--- src/rtl/scl_phase_pkg.sv ---
package scl_phase_pkg;
  localparam int unsigned FRAC_BITS   = 16;
  localparam int unsigned PH_CNT_BITS = 4;
  localparam int unsigned PH_SHIFT    = 12;

  typedef enum logic [1:0] {
    ST_IDLE,
    ST_ISSUE,
    ST_WAIT
  } st_e;
endpackage

--- src/rtl/scl_phase_div.sv ---
module scl_phase_div #(
  parameter int unsigned NUM_W = 48,
  parameter int unsigned DEN_W = 32,
  parameter int unsigned QUO_W = 32
) (
  input  logic             clk_i,
  input  logic             rst_ni,
  input  logic             start_i,
  input  logic [NUM_W-1:0] num_i,
  input  logic [DEN_W-1:0] den_i,
  output logic             done_o,
  output logic [QUO_W-1:0] quo_o
);
  localparam int unsigned CNT_W = $clog2(NUM_W);

  logic [DEN_W-1:0] rem_q, den_q, rem_nx;
  logic [NUM_W-1:0] nq_q;
  logic [CNT_W-1:0] cnt_q;
  logic             run_q, ge;
  logic [DEN_W:0]   rem_sh;

  always_comb begin
    rem_sh = {rem_q, nq_q[NUM_W-1]};
    ge     = rem_sh >= {1'b0, den_q};
    rem_nx = DEN_W'(ge ? (rem_sh - {1'b0, den_q}) : rem_sh);
  end

  always_ff @(posedge clk_i or negedge rst_ni) begin
    if (!rst_ni) begin
      rem_q  <= '0;
      den_q  <= '0;
      nq_q   <= '0;
      cnt_q  <= '0;
      run_q  <= 1'b0;
      done_o <= 1'b0;
    end else begin
      done_o <= 1'b0;
      if (start_i) begin
        rem_q <= '0;
        den_q <= den_i;
        nq_q  <= num_i;
        cnt_q <= '0;
        run_q <= 1'b1;
      end else if (run_q) begin
        rem_q <= rem_nx;
        nq_q  <= {nq_q[NUM_W-2:0], ge};
        cnt_q <= cnt_q + 1'b1;
        if (cnt_q == CNT_W'(NUM_W - 1)) begin
          run_q  <= 1'b0;
          done_o <= 1'b1;
        end
      end
    end
  end

  assign quo_o = nq_q[QUO_W-1:0];
endmodule

--- src/rtl/scl_phase_mask_chk.sv ---
module scl_phase_mask_chk #(
  parameter int unsigned LAYERS = 4
) (
  input  logic [LAYERS-1:0] mask_i,
  output logic              none_o,
  output logic              multi_o
);
  assign none_o  = ~|mask_i;
  assign multi_o = |(mask_i & (mask_i - LAYERS'(1)));
endmodule

--- src/rtl/scl_phase_calc.sv ---
module scl_phase_calc
  import scl_phase_pkg::*;
#(
  parameter int unsigned LAYERS = 4,
  parameter int unsigned DST_W  = 16,
  parameter int unsigned SRC_W  = DST_W + FRAC_BITS,
  localparam int unsigned INT_W  = SRC_W - FRAC_BITS,
  localparam int unsigned DLT_W  = INT_W + PH_CNT_BITS + PH_SHIFT,
  localparam int unsigned INIT_W = DLT_W - PH_SHIFT
) (
  input  logic              clk_i,
  input  logic              rst_ni,
  input  logic              start_i,
  input  logic [LAYERS-1:0] req_mask_i,
  input  logic [SRC_W-1:0]  src_w_i,
  input  logic [SRC_W-1:0]  src_h_i,
  input  logic [DST_W-1:0]  dst_w_i,
  input  logic [DST_W-1:0]  dst_h_i,
  output logic              busy_o,
  output logic              done_o,
  output logic              err_o,
  output logic              scale_en_o,
  output logic              enh_en_o,
  output logic [SRC_W-1:0]  h_fact_o,
  output logic [SRC_W-1:0]  v_fact_o,
  output logic [INIT_W-1:0] h_init_o,
  output logic [INIT_W-1:0] v_init_o,
  output logic [DLT_W-1:0]  h_delta_o,
  output logic [DLT_W-1:0]  v_delta_o
);
  localparam int unsigned NUM_W = DST_W + 2 * FRAC_BITS;
  localparam int unsigned DEN_W = SRC_W;
  localparam int unsigned QUO_W = (SRC_W > DLT_W) ? SRC_W : DLT_W;

  st_e              st_q;
  logic [1:0]       op_q;
  logic [SRC_W-1:0] sw_q, sh_q;
  logic [DST_W-1:0] dw_q, dh_q;
  logic             none, multi, size_zero;
  logic             div_start, div_done;
  logic [NUM_W-1:0] div_num;
  logic [DEN_W-1:0] div_den;
  logic [QUO_W-1:0] quo;
  logic [INIT_W:0]  init_sum;
  logic [INIT_W-1:0] init_val;

  scl_phase_mask_chk #(.LAYERS(LAYERS)) mask_i (
    .mask_i (req_mask_i),
    .none_o (none),
    .multi_o(multi)
  );

  assign size_zero = ~|src_w_i | ~|src_h_i | ~|dst_w_i | ~|dst_h_i;
  assign div_start = (st_q == ST_ISSUE);
  assign busy_o    = (st_q != ST_IDLE);

  // ops 0/1: ratio per axis, ops 2/3: phase step per axis
  always_comb begin
    case (op_q)
      2'd0: begin
        div_num = {dw_q, {(2 * FRAC_BITS){1'b0}}};
        div_den = sw_q;
      end
      2'd1: begin
        div_num = {dh_q, {(2 * FRAC_BITS){1'b0}}};
        div_den = sh_q;
      end
      2'd2: begin
        div_num = NUM_W'({sw_q[SRC_W-1:FRAC_BITS], {(PH_CNT_BITS + PH_SHIFT){1'b0}}});
        div_den = DEN_W'(dw_q);
      end
      default: begin
        div_num = NUM_W'({sh_q[SRC_W-1:FRAC_BITS], {(PH_CNT_BITS + PH_SHIFT){1'b0}}});
        div_den = DEN_W'(dh_q);
      end
    endcase
  end

  scl_phase_div #(.NUM_W(NUM_W), .DEN_W(DEN_W), .QUO_W(QUO_W)) div_i (
    .clk_i  (clk_i),
    .rst_ni (rst_ni),
    .start_i(div_start),
    .num_i  (div_num),
    .den_i  (div_den),
    .done_o (div_done),
    .quo_o  (quo)
  );

  // starting phase = round-half of (step >> shift); equals the direct division
  always_comb begin
    init_sum = {1'b0, quo[DLT_W-1:PH_SHIFT]} + (INIT_W + 1)'(1);
    init_val = INIT_W'(init_sum >> 1);
  end

  always_ff @(posedge clk_i or negedge rst_ni) begin
    if (!rst_ni) begin
      st_q       <= ST_IDLE;
      op_q       <= '0;
      sw_q       <= '0;
      sh_q       <= '0;
      dw_q       <= '0;
      dh_q       <= '0;
      done_o     <= 1'b0;
      err_o      <= 1'b0;
      scale_en_o <= 1'b0;
      enh_en_o   <= 1'b0;
      h_fact_o   <= '0;
      v_fact_o   <= '0;
      h_init_o   <= '0;
      v_init_o   <= '0;
      h_delta_o  <= '0;
      v_delta_o  <= '0;
    end else begin
      done_o <= 1'b0;
      case (st_q)
        ST_IDLE: begin
          if (start_i) begin
            scale_en_o <= 1'b0;
            enh_en_o   <= 1'b0;
            h_fact_o   <= '0;
            v_fact_o   <= '0;
            h_init_o   <= '0;
            v_init_o   <= '0;
            h_delta_o  <= '0;
            v_delta_o  <= '0;
            if (none) begin
              err_o  <= 1'b0;
              done_o <= 1'b1;
            end else if (multi || size_zero) begin
              err_o  <= 1'b1;
              done_o <= 1'b1;
            end else begin
              err_o <= 1'b0;
              sw_q  <= src_w_i;
              sh_q  <= src_h_i;
              dw_q  <= dst_w_i;
              dh_q  <= dst_h_i;
              op_q  <= '0;
              st_q  <= ST_ISSUE;
            end
          end
        end
        ST_ISSUE: st_q <= ST_WAIT;
        default: begin
          if (div_done) begin
            case (op_q)
              2'd0: h_fact_o <= quo[SRC_W-1:0];
              2'd1: v_fact_o <= quo[SRC_W-1:0];
              2'd2: begin
                h_delta_o <= quo[DLT_W-1:0];
                h_init_o  <= init_val;
              end
              default: begin
                v_delta_o <= quo[DLT_W-1:0];
                v_init_o  <= init_val;
              end
            endcase
            if (op_q == 2'd3) begin
              st_q       <= ST_IDLE;
              done_o     <= 1'b1;
              scale_en_o <= 1'b1;
              enh_en_o   <= (h_fact_o[SRC_W-1:FRAC_BITS] >= INT_W'(2)) ||
                            (v_fact_o[SRC_W-1:FRAC_BITS] >= INT_W'(2));
            end else begin
              op_q <= op_q + 2'd1;
              st_q <= ST_ISSUE;
            end
          end
        end
      endcase
    end
  end
endmodule

--- config.mk ---
export PLATFORM = sky130hd
export DESIGN_NAME = scl_phase_calc
export DESIGN_NICKNAME = d
export VERILOG_FILES = /design/src/rtl/scl_phase_pkg.sv /design/src/rtl/scl_phase_div.sv /design/src/rtl/scl_phase_mask_chk.sv /design/src/rtl/scl_phase_calc.sv
export SDC_FILE = /design/constraint.sdc
export NUM_CORES = 1
export LEC_CHECK = 0
export BUFFER_PORTS_ARGS = -buffer_cell sky130_fd_sc_hd__buf_4
export CORE_MARGIN = 1
export CORE_UTILIZATION = 54
export CTS_BUF_LIST = sky130_fd_sc_hd__clkbuf_4 sky130_fd_sc_hd__clkbuf_8
export DETAILED_ROUTE_END_ITERATION = 10
export GPL_TIMING_DRIVEN = 0
export MAX_ROUTING_LAYER = met4
export PLACE_DENSITY = 0.78
export SLEW_MARGIN = 20
export SYNTH_ARGS = -nofsm -noshare
export SYNTH_HDL_FRONTEND = slang
export SYNTH_SLANG_ARGS = --single-unit
--- constraint.sdc ---
create_clock -name clk_i -period 2.36 [get_ports clk_i]
set_input_delay 0.236 -clock clk_i [delete_from_list [all_inputs] [get_ports clk_i]]
set_output_delay 0.236 -clock clk_i [all_outputs]
set_load 0.02 [all_outputs]
==> metrics, run 1 <==
first-pass GRT wire length 98000 um; largest net degree at the start of global routing 105; worst min-delay path class in2reg; hpwl dp 43000 um; worst skew pair latency 600 ps; VDD IR max 668 uV; final hold viol count 0; ys async rst share 1.00; Worst Path Max Fanout 6; CP required 2820 ps; CP peak stage delay 430 ps; crit start category flip-flop; WP buf/inv 3; RSZ-0062 raised after global routing yes; Reg power frac 0.329; Synth Net Count 1902; WHS Path Cells 3; number of port buffers 275; Hold Path End done_o; H-tree lvl count 3; crit share post-route 1.23; Cell Area, Synth 0.0186 mm^2; TritonCTS Buffers 66; FF+latch count, synth 392; fmax 344 MHz; FF-to-FF path depth 12; Critical Path Most Common Cell buf_4; gr usage total 0.372; EDFF count, synth 0; wirelength, routed 64900 um; Final WS setup -548 ps; Min-Delay Startpoint start_i; actual slew at the worst max-slew pin 1010 ps; most used flip-flop cell after synthesis dfrtp_1; Final #Nets 2369; outcome complete, but fails checks; Ports 276; WL/cell 23.9 um; Crit-path slowest cell dfrtp_1; Syn Inst Count 1760; vias 17100; Placement Cell Area 0.0214 mm^2; die width 188 um; syn_area_per_cell 10.6 um^2; Max Root-Sink Buffers 3; CP delay by family, top compound AO/OA/AOI/OAI gates; CTS tree yes; CTS root buf clkbuf_8; grt ovf 0; unique cell type count in the Yosys netlist 66; switching share of power 0.416; number of global-route vias before repair 16800; row count 67; leakage power 11.5 nW; Clk pwr share 0.184; drt first pass iters 11; placeable core area 0.0337 mm^2; Comb pwr share 0.487; Setup Crit Path Kind reg2reg; worst hold margin 63.4 ps; Detail Route Antenna Nets 0; CTS Sinks 392; Initial Util 0.552; internal cell power 0.0200 W; gp weighted congestion 0.957; max_cap viols 0; layout cells sized above 1 0.292; utilization after layout 0.732; Crit. Startpoint div_i.rem_q[15]; sequential fraction of the synthesis area 0.528; switching power 0.0142 W; worst reg2reg path endpoint div_i.rem_q[16]; fin area 0.0247 mm^2; CP Data Arrival Time 3370 ps; Warnings, synthesis 0; Cell Chain, Critical Path ha_4 > buf_6 > nand4_1 > nor2_1 > nor4b_4 > a32o_2 > a211oi_2 > o211ai_1 > buf_4 > buf_4 > mux2i_1 > o21ai_1; initial drt markers 1761; flop2flop setup slack -550 ps; final setup vio count 35; CP endpoint kind flip-flop; Max-Slew Margin vs Limit 0.324; Slew Limit Fails 0; clock skew 34.2 ps; Worst-path clk slew 70 ps; cell area power density 1380 mW/mm^2; initial antenna violation count 2; Area Overhead vs Synth 32.7%; Final Critical Period 2910 ps; Overall Power 0.0341 W; Residual DRC 1; Die Ht 188 um; area of the die 0.0352 mm^2; violated checks DRC, setup timing; Vias per Instance 6.28; Reg2Reg Launch Point div_i.rem_q[15]
flip-flops by register name (all words and copies together), names as in the netlist, 6 cells and up:
signal       count
dh_q            16
div_i.cnt_q      6
div_i.den_q     32
div_i.nq_q      48
div_i.rem_q     32
dw_q            16
h_delta_o       32
h_fact_o        32
h_init_o        20
sh_q            32
sw_q            32
v_delta_o       32
v_fact_o        32
v_init_o        20
layout by cell type (no fill, tap or decap), types with 12 or more instances in the layout:
cell type | synthesis | layout
clkbuf_8 | 0 | 79
nand4_1 | 21 | 21
a22oi_1 | 32 | 32
a211oi_1 | 26 | 23
a21o_1 | 13 | 13
dfrtp_1 | 392 | 386
buf_6 | 4 | 20
mux2_2 | 98 | 96
xor2_1 | 16 | 16
mux2i_1 | 73 | 70
nand2_1 | 207 | 204
o22ai_1 | 35 | 34
nor4_1 | 34 | 28
ha_1 | 38 | 17
a21oi_1 | 68 | 61
dlygate4sd3_1 | 0 | 97
inv_1 | 50 | 47
nand3_1 | 25 | 20
nor2_1 | 79 | 74
a222oi_1 | 16 | 16
a22o_1 | 98 | 97
a31oi_1 | 14 | 12
o21ai_0 | 146 | 140
xnor2_1 | 27 | 27
ha_4 | 0 | 13
clkbuf_1 | 114 | 85
buf_4 | 1 | 309
clkbuf_4 | 0 | 28
power by group through the flow:
stage | logic [W] | registers [W] | clock network [W]
2_1_floorplan | 0.00938 | 0.0110 | 0
3_3_place_gp | 0.0139 | 0.0107 | 0
3_5_place_dp | 0.0142 | 0.0109 | 0
4_1_cts | 0.0150 | 0.0110 | 0.00626
5_1_grt | 0.0179 | 0.0114 | 0.00656
6_report | 0.0166 | 0.0112 | 0.00628
cell usage after synthesis, drive strengths merged (9+ instances only):
cell	count	share of area
nor4	35	0.013
o21ai	148	0.040
a22o	98	0.046
ha	38	0.026
a211oi	27	0.011
clkbuf	115	0.023
nand2	207	0.042
xnor2	27	0.013
o31ai	9	0.0036
a21oi	68	0.018
nand3	25	0.0067
a31oi	14	0.0047
nor2	79	0.016
a22oi	32	0.013
xor2	16	0.0075
dfrtp	392	0.53
nor3	9	0.0024
a21o	13	0.0052
buf	30	0.0090
a222oi	16	0.0086
o22ai	35	0.012
mux2i	73	0.039
nand4	21	0.0071
and3	10	0.0034
inv	50	0.010
mux2	102	0.062
repair_timing:
action | in CTS | in global routing
setup endpoints to repair | 279 | 186
pin swaps | 31 | 32
resized for setup | 78 | 93
cloned | 1 | 2
hold buffers | 97 | 0
setup buffers | 22 | 21
hold endpoints to repair | 294 | 0
kinds of logic after synthesis:
logic type	share of synthesized area
AOI/OAI and AO/OA	0.179
xor gates and xnor gates	0.0203
adders and majority gates	0.0272
buffers and inverters	0.0424
DFF	0.528
muxes	0.101
and+or+nand+nor	0.103
metrics by stage:
stage | instances | setup slack, ps | setup TNS, ps
floorplan | 1760 | -60.0 | -1020
global placement | 2483 | -2650 | -1120020
detailed placement | 2487 | -974 | -96140
CTS | 2698 | -397 | -10870
global route | 2717 | -621 | -17110
finish | 2717 | -548 | -14900
worst min-delay path, cell delays in order:
cell      delay [ps]
buf_4            120
nand2_2          160
o21bai_1          90
final cells by class:
cell class                 instances  area [um^2]
multi-input combinational       1173         8540
clock buffer                     100         1240
fill                            2299         9020
sequential                       392         9820
antenna                            2         5.00
clock inverter                     8         87.6
inverter                          50          188
timing repair buffer             422         3590
tap                              448          561
buffer                           122          644
layer usage:
layer,track usage,part of all wire,vias to the layer above
met4,0.170,0.052,0
met1,0.491,0.41,8514
met3,0.0679,0.084,242
met5,-,0,-
li1,-,-,7325
met2,0.561,0.46,979
worst max-delay path by stage:
stage,depth (start not counted),slack [ps],to
2_1_floorplan,12,-60,div_i.rem_q[5]
3_3_place_gp,1,-2650,div_i.rem_q[8]
3_5_place_dp,10,-970,h_init_o[10]
4_1_cts,12,-400,div_i.rem_q[1]
5_1_grt,12,-620,div_i.rem_q[17]
6_report,12,-550,div_i.rem_q[16]
Note: power is estimated with default switching activity, not from simulation.
==> run 2, diff against run 1 <==
- ABC_AREA: unset -> 1
==> metrics, run 2 <==
sequential fraction of the synthesis area 0.491 (-0.0368); gr usage total 0.375 (+0.00335); most common cell in the netlist nand2_1; hpwl dp 49500 um (+15%); Vias per Instance 5.55 (-12%); TNS Setup -1.52 ps (+14900 ps); FF-to-FF path depth 16 (+4); drt first pass iters 7 (-4); grt ovf 0 (unchanged); Setup Crit Path Kind in2reg; largest net degree at the start of global routing 83 (-21%); WL/cell 19.2 um (-20%); Top reg by flops div_i.nq_q; Slew Limit Fails 0 (unchanged); internal cell power 0.0184 W (-7.8%); layout cells sized above 1 0.188 (-0.104); EDFF count, synth 0 (unchanged); post-route insts no fill 3586 (+32%); Max Root-Sink Buffers 3 (unchanged); number of port buffers 275 (unchanged); FF+latch count, synth 392 (unchanged); outcome complete, but fails checks; placeable core area 0.0365 mm^2 (+8.4%); synth cell count leaders 951 x nand2_1, 392 x dfrtp_1, 372 x inv_1, 243 x o21ai_0, 131 x nor2_1; max FFs per register 48 (unchanged); row count 70 (+4.5%); Worst Path Max Fanout 10 (+4); Syn Inst Count 2618 (+49%); Detail Route Antenna Nets 0 (unchanged); top cell type's share of synthesized area 0.491 (-0.0368); H-tree lvl count 3 (unchanged); final hold viol count 0 (unchanged); leakage power 13.5 nW (+17%); max_cap viols 0 (unchanged); first-pass GRT wire length 107000 um (+8.8%); Initial Util 0.547 (-0.00444); Max-Slew Margin vs Limit 0.534 (+0.209); most frequent cells in the layout 938 x nand2_1, 387 x dfrtp_1, 359 x inv_1; syn_area_per_cell 7.63 um^2 (-28%); RSZ-0062 raised after global routing yes; leading post-synthesis cells by cell area dfrtp_1 49%, nand2_1 18%, inv_1 7.0%; CTS tree yes; wirelength, routed 68800 um (+6.1%); CP endpoint kind flip-flop; placed cells 3366 (+35%); VDD IR max 662 uV (-0.84%); TritonCTS Buffers 67 (+1.5%); initial antenna violation count 0 (-2); switching power 0.0150 W (+6.0%); Final Critical Period 2360 ps (-546 ps); most used flip-flop cell after synthesis dfrtp_1; worst skew pair latency 640 ps (+40 ps); commonest non-fill, non-tap cell in the layout nand2_1; final setup vio count 1 (-97%); clock skew 29.7 ps (-4.50 ps); Residual DRC 0 (-1); Area Overhead vs Synth 29.0%; Ports 276 (unchanged); CTS root buf clkbuf_8; Warnings, synthesis 0 (unchanged); ys async rst share 1.00 (unchanged); worst reg2reg path endpoint div_i.rem_q[27]; area of the die 0.0378 mm^2 (+7.4%); n_diodes 0 (-2); Clk pwr share 0.186 (+0.002); crit share post-route 1.00 (-0.231); Worst-path clk slew 60 ps (about the same); gp weighted congestion 1.01 (+6.0%); vias 19900 (+17%); unique cell type count in the Yosys netlist 43 (-35%); worst min-delay path class in2async; number of global-route vias before repair 19600 (+17%); CP required 2820 ps (about the same); Overall Power 0.0334 W (-2.1%); Cell Area, Synth 0.0200 mm^2 (+7.5%); crit start category input port; worst hold margin 122 ps (+59.1 ps); Final WS setup -1.52 ps (+546 ps); CP Data Arrival Time 2820 ps (-550 ps); fmax 423 MHz (+23%); flop2flop setup slack 20 ps (+570 ps); violated checks setup timing; utilization after layout 0.706 (-0.0263); post-synth top area cell dfrtp_1; Final #Nets 3216 (+36%); Reg power frac 0.302 (-0.027); cell area power density 1300 mW/mm^2 (-6.3%); initial drt markers 1737 (-1.4%); Die Ht 194 um (+3.6%); Reg2Reg Launch Point div_i.den_q[17]; Comb pwr share 0.512 (+0.025); Synth Net Count 2760 (+45%); actual slew at the worst max-slew pin 700 ps (-314 ps); switching share of power 0.450 (+0.0343); CTS Sinks 392 (unchanged); die width 194 um (+3.6%)
run 2: cell type report:
class | instances | area (um^2)
clock buffers | 103 | 1270
repair buffers | 389 | 3320
plain buffers | 108 | 518
inverters | 375 | 1410
clock inverters | 10 | 66.3
multi-input cells | 1741 | 8790
flip-flops and latches | 392 | 9820
fillers | 2875 | 10700
well taps | 468 | 586
run 2: stage by stage:
stage	instance area, um^2	worst slack [ps]
2_1_floorplan	20000	445
3_3_place_gp	22600	-2640
3_5_place_dp	22800	-200
4_1_cts	25200	0.125
5_1_grt	25800	-64.5
6_report	25800	-1.52
run 2: power by group through the flow:
stage / Sequential [W] / Combinational, W / Clock [W]
2_1_floorplan: 0.0100 / 0.00988 / 0
3_3_place_gp: 0.00995 / 0.0144 / 0
3_5_place_dp: 0.0100 / 0.0148 / 0
4_1_cts: 0.00994 / 0.0152 / 0.00626
5_1_grt: 0.0103 / 0.0189 / 0.00657
6_report: 0.0101 / 0.0171 / 0.00622
run 2: per-layer routing:
metal  share of wire  vias up  GRT usage
li1                -     9204          -
met1            0.40     9478      0.456
met2            0.48     1000      0.606
met3           0.073      222     0.0592
met4           0.051        0      0.197
met5               0        -          -
run 2: worst max-delay path by stage:
stage | start | to | slack [ps] | cells past startpoint
after CTS | div_i.den_q[8] | div_i.rem_q[28] | 0.1 | 14
after floorplan | div_i.rem_q[26] | div_i.rem_q[10] | 440 | 12
final | src_h_i[5] | dh_q[1] | -2 | 10
after detailed placement | op_q[1] | v_fact_o[2] | -200 | 7
after global placement | rst_ni | sw_q[15] | -2640 | 1
after global routing | src_h_i[5] | dh_q[1] | -60 | 10
run 2: timing repair:
action	CTS	global route
setup buffers	2	8
hold buffers	97	0
setup endpoints to repair	124	170
pin swaps	5	8
cloned	0	3
endpoints found under the hold margin	261	0
resized for setup	34	104
run 2: cells by family (layout without fill, tap and decap cells):
kind of cell / count (synthesis) / after routing / share of synthesized area
simple gates: 1295 / 1296 / 0.265
buf+inv: 486 / 985 / 0.0947
flops: 392 / 392 / 0.491
compound gates: 367 / 367 / 0.105
fa+ha+maj: 39 / 39 / 0.0248
mux: 25 / 25 / 0.0141
xor+xnor: 14 / 14 / 0.00614
run 2: critical path, cell delays in order:
cell and delay (ps):
dlygate4sd3_1 550, buf_4 140, nor4_1 320, nand2_1 190
nor2_1 290, nand2_1 120, nand4_1 130, buf_2 270
clkbuf_1 340, o21ai_0 230
==> run 3, diff against run 2 <==
--- a/config.mk
+++ b/config.mk
@@ -9,3 +9,2 @@
 export BUFFER_PORTS_ARGS = -buffer_cell sky130_fd_sc_hd__buf_4
-export CORE_MARGIN = 1
 export CORE_UTILIZATION = 54
==> constraint.sdc (replaced) <==
create_clock -name clk_i -period 2.36 [get_ports clk_i]
set_input_delay 0.708 -clock clk_i [delete_from_list [all_inputs] [get_ports clk_i]]
set_output_delay 0.708 -clock clk_i [all_outputs]
set_load 0.02 [all_outputs]
==> metrics, run 3 (synthesis results as in run 2) <==
Ports 276 (unchanged); placeable core area 0.0365 mm^2 (unchanged); gp weighted congestion 1.01 (unchanged); GRT met2 Usage 0.569 (-0.0366); crit start category flip-flop; Detail Route Antenna Nets 0 (unchanged); initial drt markers 1691 (-2.6%); Cell Chain, Critical Path inv_1 > ha_1 > inv_2 > o21ai_2 > buf_2 > mux2_2; Top reg by flops div_i.nq_q; Final #Nets 3114 (-3.2%); drt first pass iters 5 (-2); n_diodes 0 (unchanged); fmax 438 MHz (+3.5%); wirelength, routed 64300 um (-6.7%); Final Critical Period 2280 ps (-79.0 ps); worst skew pair latency 650 ps (about the same); M3 GR Usage 0.0495 (-0.00972); crit share post-route 0.967 (-0.0335); fin area 0.0246 mm^2 (-4.5%); gr usage total 0.354 (-0.0215); final hold viol count 0 (unchanged); max FFs per register 48 (unchanged); worst min-delay path class in2reg; placed cells 3366 (unchanged); most frequent cells in the layout 938 x nand2_1, 386 x dfrtp_1, 365 x inv_1; CP required 2850 ps (+30 ps); vias 19100 (-4.0%); cell area power density 1320 mW/mm^2 (+1.8%); CTS Sinks 392 (unchanged); die width 194 um (unchanged); H-tree lvl count 3 (unchanged); Max Root-Sink Buffers 3 (unchanged); layout cells sized above 1 0.188 (+0.000377); Residual DRC 0 (unchanged); WL/cell 18.4 um (-3.9%); Crit-path slowest cell dfrtp_1; actual slew at the worst max-slew pin 692 ps (-7.67 ps); area of the die 0.0378 mm^2 (unchanged); CP peak stage delay 420 ps (-130 ps); GR peak layer met2; number of port buffers 275 (unchanged); clock skew 35.2 ps (+5.44 ps); WP buf/inv 3 (-1); Setup Crit Path Kind reg2reg; post-route insts no fill 3484 (-2.8%); hpwl dp 49500 um (unchanged); Final WS setup 77.5 ps (+79.0 ps); met1 capacity usage during global routing 0.441 (-0.0147); largest net degree at the start of global routing 83 (unchanged); CP Data Arrival Time 2780 ps (-40 ps); leakage power 13.0 nW (-3.5%); outcome finished, final reports clean; Initial Util 0.547 (unchanged); TritonCTS Buffers 67 (unchanged); Max-Slew Margin vs Limit 0.539 (+0.00511); final setup vio count 0 (-1); row count 70 (unchanged); Die Ht 194 um (unchanged); max_cap viols 0 (unchanged); WHS Path Cells 3; Setup WS pre-CTS -540 ps (-340 ps); Worst-path clk slew 60 ps (about the same); CP endpoint kind flip-flop; grt ovf 0 (unchanged); Slew Limit Fails 0 (unchanged); VDD IR max 614 uV (-7.3%); initial antenna violation count 0 (unchanged); number of global-route vias before repair 18700 (-4.9%); commonest non-fill, non-tap cell in the layout nand2_1; Vias per Instance 5.48 (-1.2%); TNS Setup 0 ps (+1.52 ps); Stages on worst setup path 6 (-4); first-pass GRT wire length 101000 um (-5.5%); CP delay by family, top buffers and inverters; Placement Cell Area 0.0228 mm^2 (unchanged); CTS tree yes; Worst Path Max Fanout 10 (unchanged); FF-to-FF path depth 6 (-10); CTS root buf clkbuf_8; Area Overhead vs Synth 23.2%
[run 3: worst paths after layout]
path / from / to / slack, ps
max: op_q[1] / v_fact_o[14] / 80
min: dst_w_i[10] / dw_q[10] / 320
max reg2reg: op_q[1] / v_fact_o[14] / 80
min reg2reg: div_i.done_o / st_q[1] / 470
max in group asynchronous: rst_ni / sw_q[13] / 350
min in group asynchronous: rst_ni / div_i.rem_q[19] / 580
[run 3: tightest hold or removal path, stage by stage]
cell	delay, ps
buf_4	110
inv_1	40
o21ai_1	50
[run 3: where the power goes]
part           internal [W]  switching [W]  total (W)  leakage, nW
registers           0.00861        0.00144     0.0101         5.18
clock network       0.00343        0.00277    0.00620        0.707
logic               0.00584         0.0104     0.0163         7.10
total                0.0179         0.0146     0.0325         13.0
[run 3: area by class of cell]
type / instances / area (um^2)
fill: 3067 / 11900
sequential: 392 / 9820
multi-input combinational: 1740 / 8680
timing repair buffer: 289 / 2280
inverter: 375 / 1410
clock buffer: 103 / 1270
tap: 468 / 586
buffer: 107 / 508
clock inverter: 10 / 66.3
[run 3: layer usage]
metal / up-vias / share of wire
li1: 8992 / -
met1: 9113 / 0.41
met2: 840 / 0.48
met3: 155 / 0.067
met4: 0 / 0.045
met5: - / 0
[run 3: what timing repair did]
item | CTS | global route
endpoints found under the setup margin | 124 | 149
pin swaps | 5 | 3
hold endpoints to repair | 40 | 0
hold buffers | 1 | 0
buffers inserted | 2 | 6
resized for setup | 39 | 80
[run 3: metrics by stage]
step	utilization	total power (W)	hold WS, ps
2_1_floorplan	-	0.0199	412
3_3_place_gp	0.620	0.0244	452
3_5_place_dp	0.624	0.0248	460
4_1_cts	0.664	0.0313	300
5_1_grt	0.674	0.0348	322
6_report	0.674	0.0325	324
